==> config.mk <==
export PLATFORM = sky130hd
export DESIGN_NAME = dll_phase_seq
export DESIGN_NICKNAME = d
export VERILOG_FILES = /design/src/rtl/dll_phase_pkg.sv /design/src/rtl/dps_cfg_word.sv /design/src/rtl/dps_poll_timer.sv /design/src/rtl/dll_phase_seq.sv
export SDC_FILE = /design/constraint.sdc
export NUM_CORES = 1
export LEC_CHECK = 0
export CORE_UTILIZATION = 56
export CTS_CLUSTER_SIZE = 30
export DETAILED_ROUTE_END_ITERATION = 12
export DONT_BUFFER_PORTS = 1
export GPL_TIMING_DRIVEN = 1
export PLACE_DENSITY = 0.71
export SKIP_CTS_REPAIR_TIMING = 1
export SLEW_MARGIN = 20
export SYNTH_ARGS = -nofsm -noshare
export SYNTH_HDL_FRONTEND = slang
export SYNTH_SLANG_ARGS = --single-unit
==> constraint.sdc <==
create_clock -name clk -period 1.45 [get_ports clk]
set_input_delay 0.145 -clock clk [delete_from_list [all_inputs] [get_ports clk]]
set_output_delay 0.145 -clock clk [all_outputs]
set_load 0.03 [all_outputs]
==> src/rtl/dll_phase_pkg.sv <==
package dll_phase_pkg;
    localparam int CFG_W      = 32;
    localparam int PH_W       = 4;
    localparam int DLL_EN_BIT = 16;
    localparam int CDR_EN_BIT = 17;
    localparam int CKOUT_BIT  = 18;
    localparam int EXTSEL_BIT = 19;
    localparam int SEL_LSB    = 20;

    typedef enum logic [2:0] {
        ST_IDLE, ST_HANDOFF, ST_WAIT_LO, ST_FIELD,
        ST_RAISE, ST_WAIT_HI, ST_FINAL, ST_END
    } seq_state_t;

    typedef enum logic [1:0] {
        WK_HANDOFF, WK_FIELD, WK_RAISE, WK_FINAL
    } wr_kind_t;

    function automatic logic [PH_W-1:0] to_gray(input logic [PH_W-1:0] b);
        return b ^ (b >> 1);
    endfunction
endpackage

==> src/rtl/dps_cfg_word.sv <==
module dps_cfg_word
    import dll_phase_pkg::*;
(
    input  wr_kind_t               kind_i,
    input  logic [CFG_W-1:0]       cur_i,
    input  logic [PH_W-1:0]        code_i,
    output logic [CFG_W-1:0]       word_o
);
    always_comb begin
        word_o = cur_i;
        unique case (kind_i)
            WK_HANDOFF: begin
                word_o[CDR_EN_BIT] = 1'b0;
                word_o[CKOUT_BIT]  = 1'b0;
                word_o[EXTSEL_BIT] = 1'b1;
                word_o[DLL_EN_BIT] = 1'b1;
            end
            WK_FIELD:  word_o[SEL_LSB +: PH_W] = code_i;
            WK_RAISE:  word_o[CKOUT_BIT] = 1'b1;
            WK_FINAL: begin
                word_o[CDR_EN_BIT] = 1'b1;
                word_o[EXTSEL_BIT] = 1'b0;
            end
            default: word_o = cur_i;
        endcase
    end
endmodule

==> src/rtl/dps_poll_timer.sv <==
module dps_poll_timer #(
    parameter int POLLS = 50
) (
    input  logic clk,
    input  logic rst,
    input  logic arm_i,
    input  logic active_i,
    input  logic tick_i,
    input  logic miss_i,
    output logic poll_o,
    output logic expire_o
);
    localparam int CNT_W = $clog2(POLLS + 1);

    logic             first_q;
    logic [CNT_W-1:0] cnt_q;

    assign poll_o   = active_i & (first_q | tick_i);
    assign expire_o = poll_o & miss_i & (cnt_q == CNT_W'(POLLS - 1));

    always_ff @(posedge clk) begin
        if (rst) begin
            first_q <= 1'b0;
            cnt_q   <= '0;
        end else if (arm_i) begin
            first_q <= 1'b1;
            cnt_q   <= '0;
        end else begin
            if (active_i)
                first_q <= 1'b0;
            if (poll_o && miss_i && !expire_o)
                cnt_q <= cnt_q + 1'b1;
        end
    end

    // the failed-poll count stays below the limit
    a_r2_poll_cap: assert property (@(posedge clk) disable iff (rst)
        cnt_q < CNT_W'(POLLS));
endmodule

==> src/rtl/dll_phase_seq.sv <==
module dll_phase_seq
    import dll_phase_pkg::*;
#(
    parameter int POLLS = 50
) (
    input  logic             clk,
    input  logic             rst,
    input  logic             start_i,
    input  logic [3:0]       phase_i,
    input  logic [31:0]      cfg_rd_i,
    input  logic             tick_i,
    output logic             wr_en_o,
    output logic [31:0]      wr_data_o,
    output logic             done_o,
    output logic             err_o
);
    seq_state_t      state_q, state_d;
    logic [PH_W-1:0] phase_q;
    logic            err_q;
    wr_kind_t        kind;
    logic            arm, active, miss, poll, expire;

    always_comb begin
        state_d = state_q;
        kind    = WK_HANDOFF;
        wr_en_o = 1'b0;
        arm     = 1'b0;
        active  = 1'b0;
        miss    = 1'b0;
        unique case (state_q)
            ST_IDLE:    if (start_i) state_d = ST_HANDOFF;
            ST_HANDOFF: begin
                wr_en_o = 1'b1; kind = WK_HANDOFF; arm = 1'b1;
                state_d = ST_WAIT_LO;
            end
            ST_WAIT_LO: begin
                active = 1'b1;
                miss   = cfg_rd_i[CKOUT_BIT];
                if (poll && !miss) state_d = ST_FIELD;
                else if (expire)   state_d = ST_END;
            end
            ST_FIELD: begin
                wr_en_o = 1'b1; kind = WK_FIELD;
                state_d = ST_RAISE;
            end
            ST_RAISE: begin
                wr_en_o = 1'b1; kind = WK_RAISE; arm = 1'b1;
                state_d = ST_WAIT_HI;
            end
            ST_WAIT_HI: begin
                active = 1'b1;
                miss   = !cfg_rd_i[CKOUT_BIT];
                if (poll && !miss) state_d = ST_FINAL;
                else if (expire)   state_d = ST_END;
            end
            ST_FINAL: begin
                wr_en_o = 1'b1; kind = WK_FINAL;
                state_d = ST_END;
            end
            ST_END:  state_d = ST_IDLE;
            default: state_d = ST_IDLE;
        endcase
    end

    always_ff @(posedge clk) begin
        if (rst) begin
            state_q <= ST_IDLE;
            phase_q <= '0;
            err_q   <= 1'b0;
        end else begin
            state_q <= state_d;
            if (state_q == ST_IDLE && start_i)
                phase_q <= phase_i;
            if (active && expire)
                err_q <= 1'b1;
            else if (state_q == ST_END)
                err_q <= 1'b0;
        end
    end

    assign done_o = (state_q == ST_END);
    assign err_o  = done_o & err_q;

    dps_poll_timer #(.POLLS(POLLS)) u_timer (
        .clk(clk), .rst(rst), .arm_i(arm), .active_i(active),
        .tick_i(tick_i), .miss_i(miss), .poll_o(poll), .expire_o(expire)
    );

    dps_cfg_word u_word (
        .kind_i(kind), .cur_i(cfg_rd_i), .code_i(to_gray(phase_q)),
        .word_o(wr_data_o)
    );

    // handoff write pattern
    a_r1_handoff_bits: assert property (@(posedge clk) disable iff (rst)
        (state_q == ST_HANDOFF) |-> (wr_en_o && wr_data_o[19] && wr_data_o[16]
                                     && !wr_data_o[17] && !wr_data_o[18]));
    // last write pattern
    a_r5_final_bits: assert property (@(posedge clk) disable iff (rst)
        (state_q == ST_FINAL) |-> (wr_en_o && wr_data_o[17] && !wr_data_o[19]));
    // unnamed fields copied from the read word
    a_r6_keep_fields: assert property (@(posedge clk) disable iff (rst)
        wr_en_o |-> (wr_data_o[15:0] == cfg_rd_i[15:0]
                     && wr_data_o[31:24] == cfg_rd_i[31:24]));
    // done is a single-cycle pulse
    a_r5_done_pulse: assert property (@(posedge clk) disable iff (rst)
        done_o |=> !done_o);
    // error only with done, and no write alongside or right after
    a_r7_err_with_done: assert property (@(posedge clk) disable iff (rst)
        err_o |-> (done_o && !wr_en_o));
    a_r7_quiet_after: assert property (@(posedge clk) disable iff (rst)
        done_o |=> !wr_en_o);
endmodule

; ---- After elaboration in Yosys (flattened, before gate mapping)
; Cells that the tools add are included.
[totals]
wordCells = 59
inputBits = 40
register_bits = 15
output_inout_bits = 35
[classes]
addsub = 1
bitwise_logic = 6
n_eq_ne = 12
n_reduce_logical = 16
n_mux = 19
[op_table]
columns = op, n
row1 = 3-bit one-hot mux with 8 select lines, 1
row2 = "3-bit == test, second input constant", 4
row3 = 3-bit two-way mux, 4
row4 = 1-bit two-way mux, 8
row5 = 1-bit one-hot mux with 2 select lines, 4
row6 = "6-bit by 1-bit adder with 6-bit output, second input constant", 1
row7 = "3-bit by 2-bit == test with 1-bit output, second input constant", 2
row8 = "6-bit == test, second input constant", 1
row9 = 1-bit logical AND, 6
row10 = 2-bit one-hot mux with 3 select lines, 1
row11 = 2-bit OR reduction, 3
row12 = 1-bit AND, 4
row13 = "2-bit == test, second input constant", 2
row14 = 4-bit two-way mux, 1
row15 = 2-bit nonzero test, 2
row16 = 4-bit OR reduction, 1
row17 = 4-bit by 3-bit bitwise XOR with 4-bit output, 1
row18 = "3-bit by 1-bit == test with 1-bit output, second input constant", 1
row19 = 3-bit logical NOT, 1
row20 = "2-bit by 1-bit == test with 1-bit output, second input constant", 1
row21 = 1-bit logical NOT, 2
row22 = 2-bit logical NOT, 1
row23 = "2-bit inequality test, second input constant", 1
row24 = 1-bit bitwise OR, 1

; ---- Depth between registers and ports, before layout
[depth]
word_depth = 9
mapped_depth = 7
mapped_depth_nobuf = 6

; ---- By module
; From an unflattened synthesis, not the netlist that was laid out.
[unflattened]
cells_unflattened = 134
area_unflattened_um2 = 1157.4
[by_module_without_submodules]
columns = module, area_per_inst_um2, n_inst, seq_area_each_um2, cells_per_inst
row1 = dll_phase_seq, 476.7, 1, 160.2, 54
row2 = dps_poll_timer, 370.4, 1, 140.1, 43
row3 = dps_cfg_word, 310.3, 1, 0.0, 37

; ---- Worst setup path before layout
; Ideal clock, no wire load.
[synth_path]
kind = flip-flop to output port
start = reg state_q[2]
end = out wr_data_o[20]
slack_ns = -0.608
t_arrival_ns = 1.913
stages_incl_launch_ff = 8
n_path_buf = 1
t_required_ns = 1.305
path_cell_list = dfxtp_1 > buf_4 > xor2_2 > nand2_1 > inv_1 > ha_1 > nor2_1 > a21oi_1
[synth_via]
elab_chain_cells = 4
word_cells_on_any_way = 6
cone_classes = eq/ne (4) / mux (2)
[synth_rtl]
columns = element, line_no
row1 = "start, declared", dll_phase_seq.sv:17  ; seq_state_t state_q, state_d;
row2 = "start signal, assigned", dll_phase_seq.sv:71  ; state_q <= state_d;
row3 = 3-bit == test or 3-bit by 2-bit == test with 1-bit output (tied branches), dll_phase_seq.sv:30  ; unique case (state_q)
row4 = 2-bit one-hot mux with 3 select lines (*), dll_phase_seq.sv:30
row5 = 2-bit by 1-bit == test with 1-bit output (*), dps_cfg_word.sv:11  ; unique case (kind_i)
row6 = 4-bit two-way mux (*), dps_cfg_word.sv:11
row7 = "end, declared", dll_phase_seq.sv:13  ; output logic [31:0] wr_data_o,
; Mark *: on every way between the ends. The rest lies on a longest branch, timed or not.

; ---- Worst setup path in the final report
[layout_path]
start = reg state_q[2]
end = out wr_data_o[23]
; The elaborated chain is that of the path after synthesis.

==> metrics.txt <==
global route total overflow=0; first-pass GRT wire length=3.27 mm; nets=180; routed wire length=2.56 mm; VDD IR max=548 uV; syn_area_per_cell=8.57 um2; M1 WL=1.01 mm; Slew headroom=68.4%; register area share after synthesis=between 20% and 30%; Die Wd=47.3 um; Worst Path Required=1.31 ns; Die Area=2240 um2; top layer used by detailed routing=met4; largest net degree at the start of global routing=12; layout cell share with drive strength beyond 1=44.0%; total CTS buffers=3; Starting Density=59.1%; Port Buf Inserts=0; WP data arrival=1.62 ns; YS warnings=0; failing checks=setup timing; Setup TNS=-3.10 ns; area leader, netlist=dfxtp_1; met2 routed WL=1.29 mm; Sink Count=15; Final min period=~1.8 ns; fmax=between 500 and 600 MHz; # rows=16; Synth Instances=between 100 and 150; critical-path cell list=xor2_4, nand2_2, inv_2, ha_4, mux2_4; Detail Placement HPWL=roughly 1.8 mm; clock latency on the worst-skew pair=between 0.2 and 0.3 ns; skew final=a little over 0.006 ns; total number of vias=960; status=finished with violations; Residual DRC=0; maximum clock path buffer count=2; Initial DRC Count=33; cell area after synthesis=1150 um2; CP Launch Type=register; Worst R2R Start=state_q[2]$_SDFFE_PP0P_; CTS tree=yes; depth of the CTS H-tree=1; Area contributors post-synth=dfxtp_1, buf_4, ha_1, a21oi_1, nor2_1; height of the die=about 47 um; Max FO, Critical Path=7; boundary pin count=75; CP max stage delay=0.42 ns; Fin. Hold Viols=0; initial antenna violation count=0; core area=1940 um2; Worst-path clk slew=approximately 0.090 ns; Tot Pwr=0.00146 W; vias per std cell=between 5 and 6; Post-synth ARST share=0%; Final period util=122%; All-Layer GR Usage=20.8%; final cell utilization of the core=70.2%; CP Class=register to primary output; count leader, synth=buf_4; vias in the first global route=a little under 800; Hold Path Class=input pin to register; worst slew pin tran=0.473 ns; share of the synthesized area in the top cell type=26.1%; syn_nets=179; Routed Antenna Nets=0; Slowest-stage cell, CP=dfxtp_4; Syn-to-layout area delta=18.7%; root buffer cell=clkbuf_4; Setup crit start=state_q[2]$_SDFFE_PP0P_; RSZ-0062 raised after global routing=yes; Max-cap violations=0; Distinct cells, synth=40; Yosys reg bits=15; Top delay family on crit path=flip-flops; Post-synth EDFFs=0; Worst Min Path Start=phase_i[2]; total power density per cell area=1070 nW/um2; Max Transition Viols Final=0; final setup fails=17; ANT cells=0; Fin Hold WS=0.0233 ns; Fill cells=around 140; first drt pass iteration count=4; Final Wtd Congestion=0.789; Setup WS post-layout=-0.319 ns; CP Buf/Inv Count=1; post-DR wirelength/cell=15.9 um; Synth Flop Type=dfxtp_1; met3 WL=between 150 and 200 um; synth cell count leaders=buf_4, dfxtp_1, nor2_1, a21oi_1, o21ai_0; Leak=0.537 nW; endpoint class of the critical path=primary output
sequential cells by signal, summed over array words and instances (netlist names):
signal and count:
u_timer.first_q 1, phase_q 4, err_q 1, state_q 3, u_timer.cnt_q 6
placed cells by master (no fill, tap or decap), drive strengths merged, types with 2 or more instances in the layout:
master	netlist	final
buf	27	23
dfxtp	15	15
nor2	13	13
a21oi	11	11
o21ai	6	6
inv	5	5
ha	5	5
xnor2	4	4
mux2i	4	4
clkbuf	2	4
nand2	4	4
mux2	3	3
and3	3	3
and4bb	2	2
or4	2	2
nor3	2	2
nand3	2	2
xor2	2	2
nand2b	2	2
o22ai	1	2
or3	2	2
nor4	2	2
worst paths after layout:
| check | end | slack [ns] | cells after the start |
|---|---|---|---|
| min reg2reg | err_q$_SDFFE_PP0P_ | 0.51 | 2 |
| max reg2reg | u_timer.cnt_q[2]$_SDFFE_PP0P_ | -0.20 | 5 |
| max | wr_data_o[23] | -0.32 | 5 |
| min | phase_q[2]$_SDFFE_PP0P_ | 0.02 | 2 |
metal layers:
layer / GRT usage, % / up-vias
li1: - / 449
met1: 21.9 / 447
met2: 34.8 / 52
met3: 8.46 / 12
met4: 12.0 / 0
met5: 0 / -
report_power, final:
| group | internal [W] | switching (W) | total [W] | leakage (nW) |
|---|---|---|---|---|
| registers | 0.000460 | 0.0000686 | 0.000529 | 0.124 |
| logic | 0.000338 | 0.000360 | 0.000698 | 0.398 |
| clock network | 0.000107 | 0.000128 | 0.000234 | 0.0150 |
cell type report:
| type | count | area [um2] | share of cell area, % |
|---|---|---|---|
| multi-input cells | 86 | 771 | 56.5 |
| inverters | 5 | 23.8 | 1.74 |
| flip-flops and latches | 15 | 312 | 22.8 |
| well taps | 27 | 33.8 | 2.48 |
| clock buffers | 4 | 26.3 | 1.93 |
| repair buffers | 24 | 198 | 14.5 |
per-stage QoR:
stage / area, um2 / setup slack (ns) / instances
2_1_floorplan: 1250 / -0.248 / 134
3_3_place_gp: 1190 / -0.0420 / 149
3_5_place_dp: 1190 / -0.0832 / 149
4_1_cts: 1210 / -0.375 / 153
5_1_grt: 1360 / -0.358 / 161
6_report: 1360 / -0.319 / 161
kinds of logic after synthesis:
family | after synthesis | synth area share (%)
DFF | 15 | 26.1
xor gates and xnor gates | 6 | 5.23
buffers and inverters | 34 | 20.6
adders and majority gates | 5 | 5.45
muxes | 7 | 6.43
AOI/OAI and AO/OA | 28 | 17.0
and+or+nand+nor | 39 | 19.2
No activity file was read; power rests on OpenSTA's default activity.
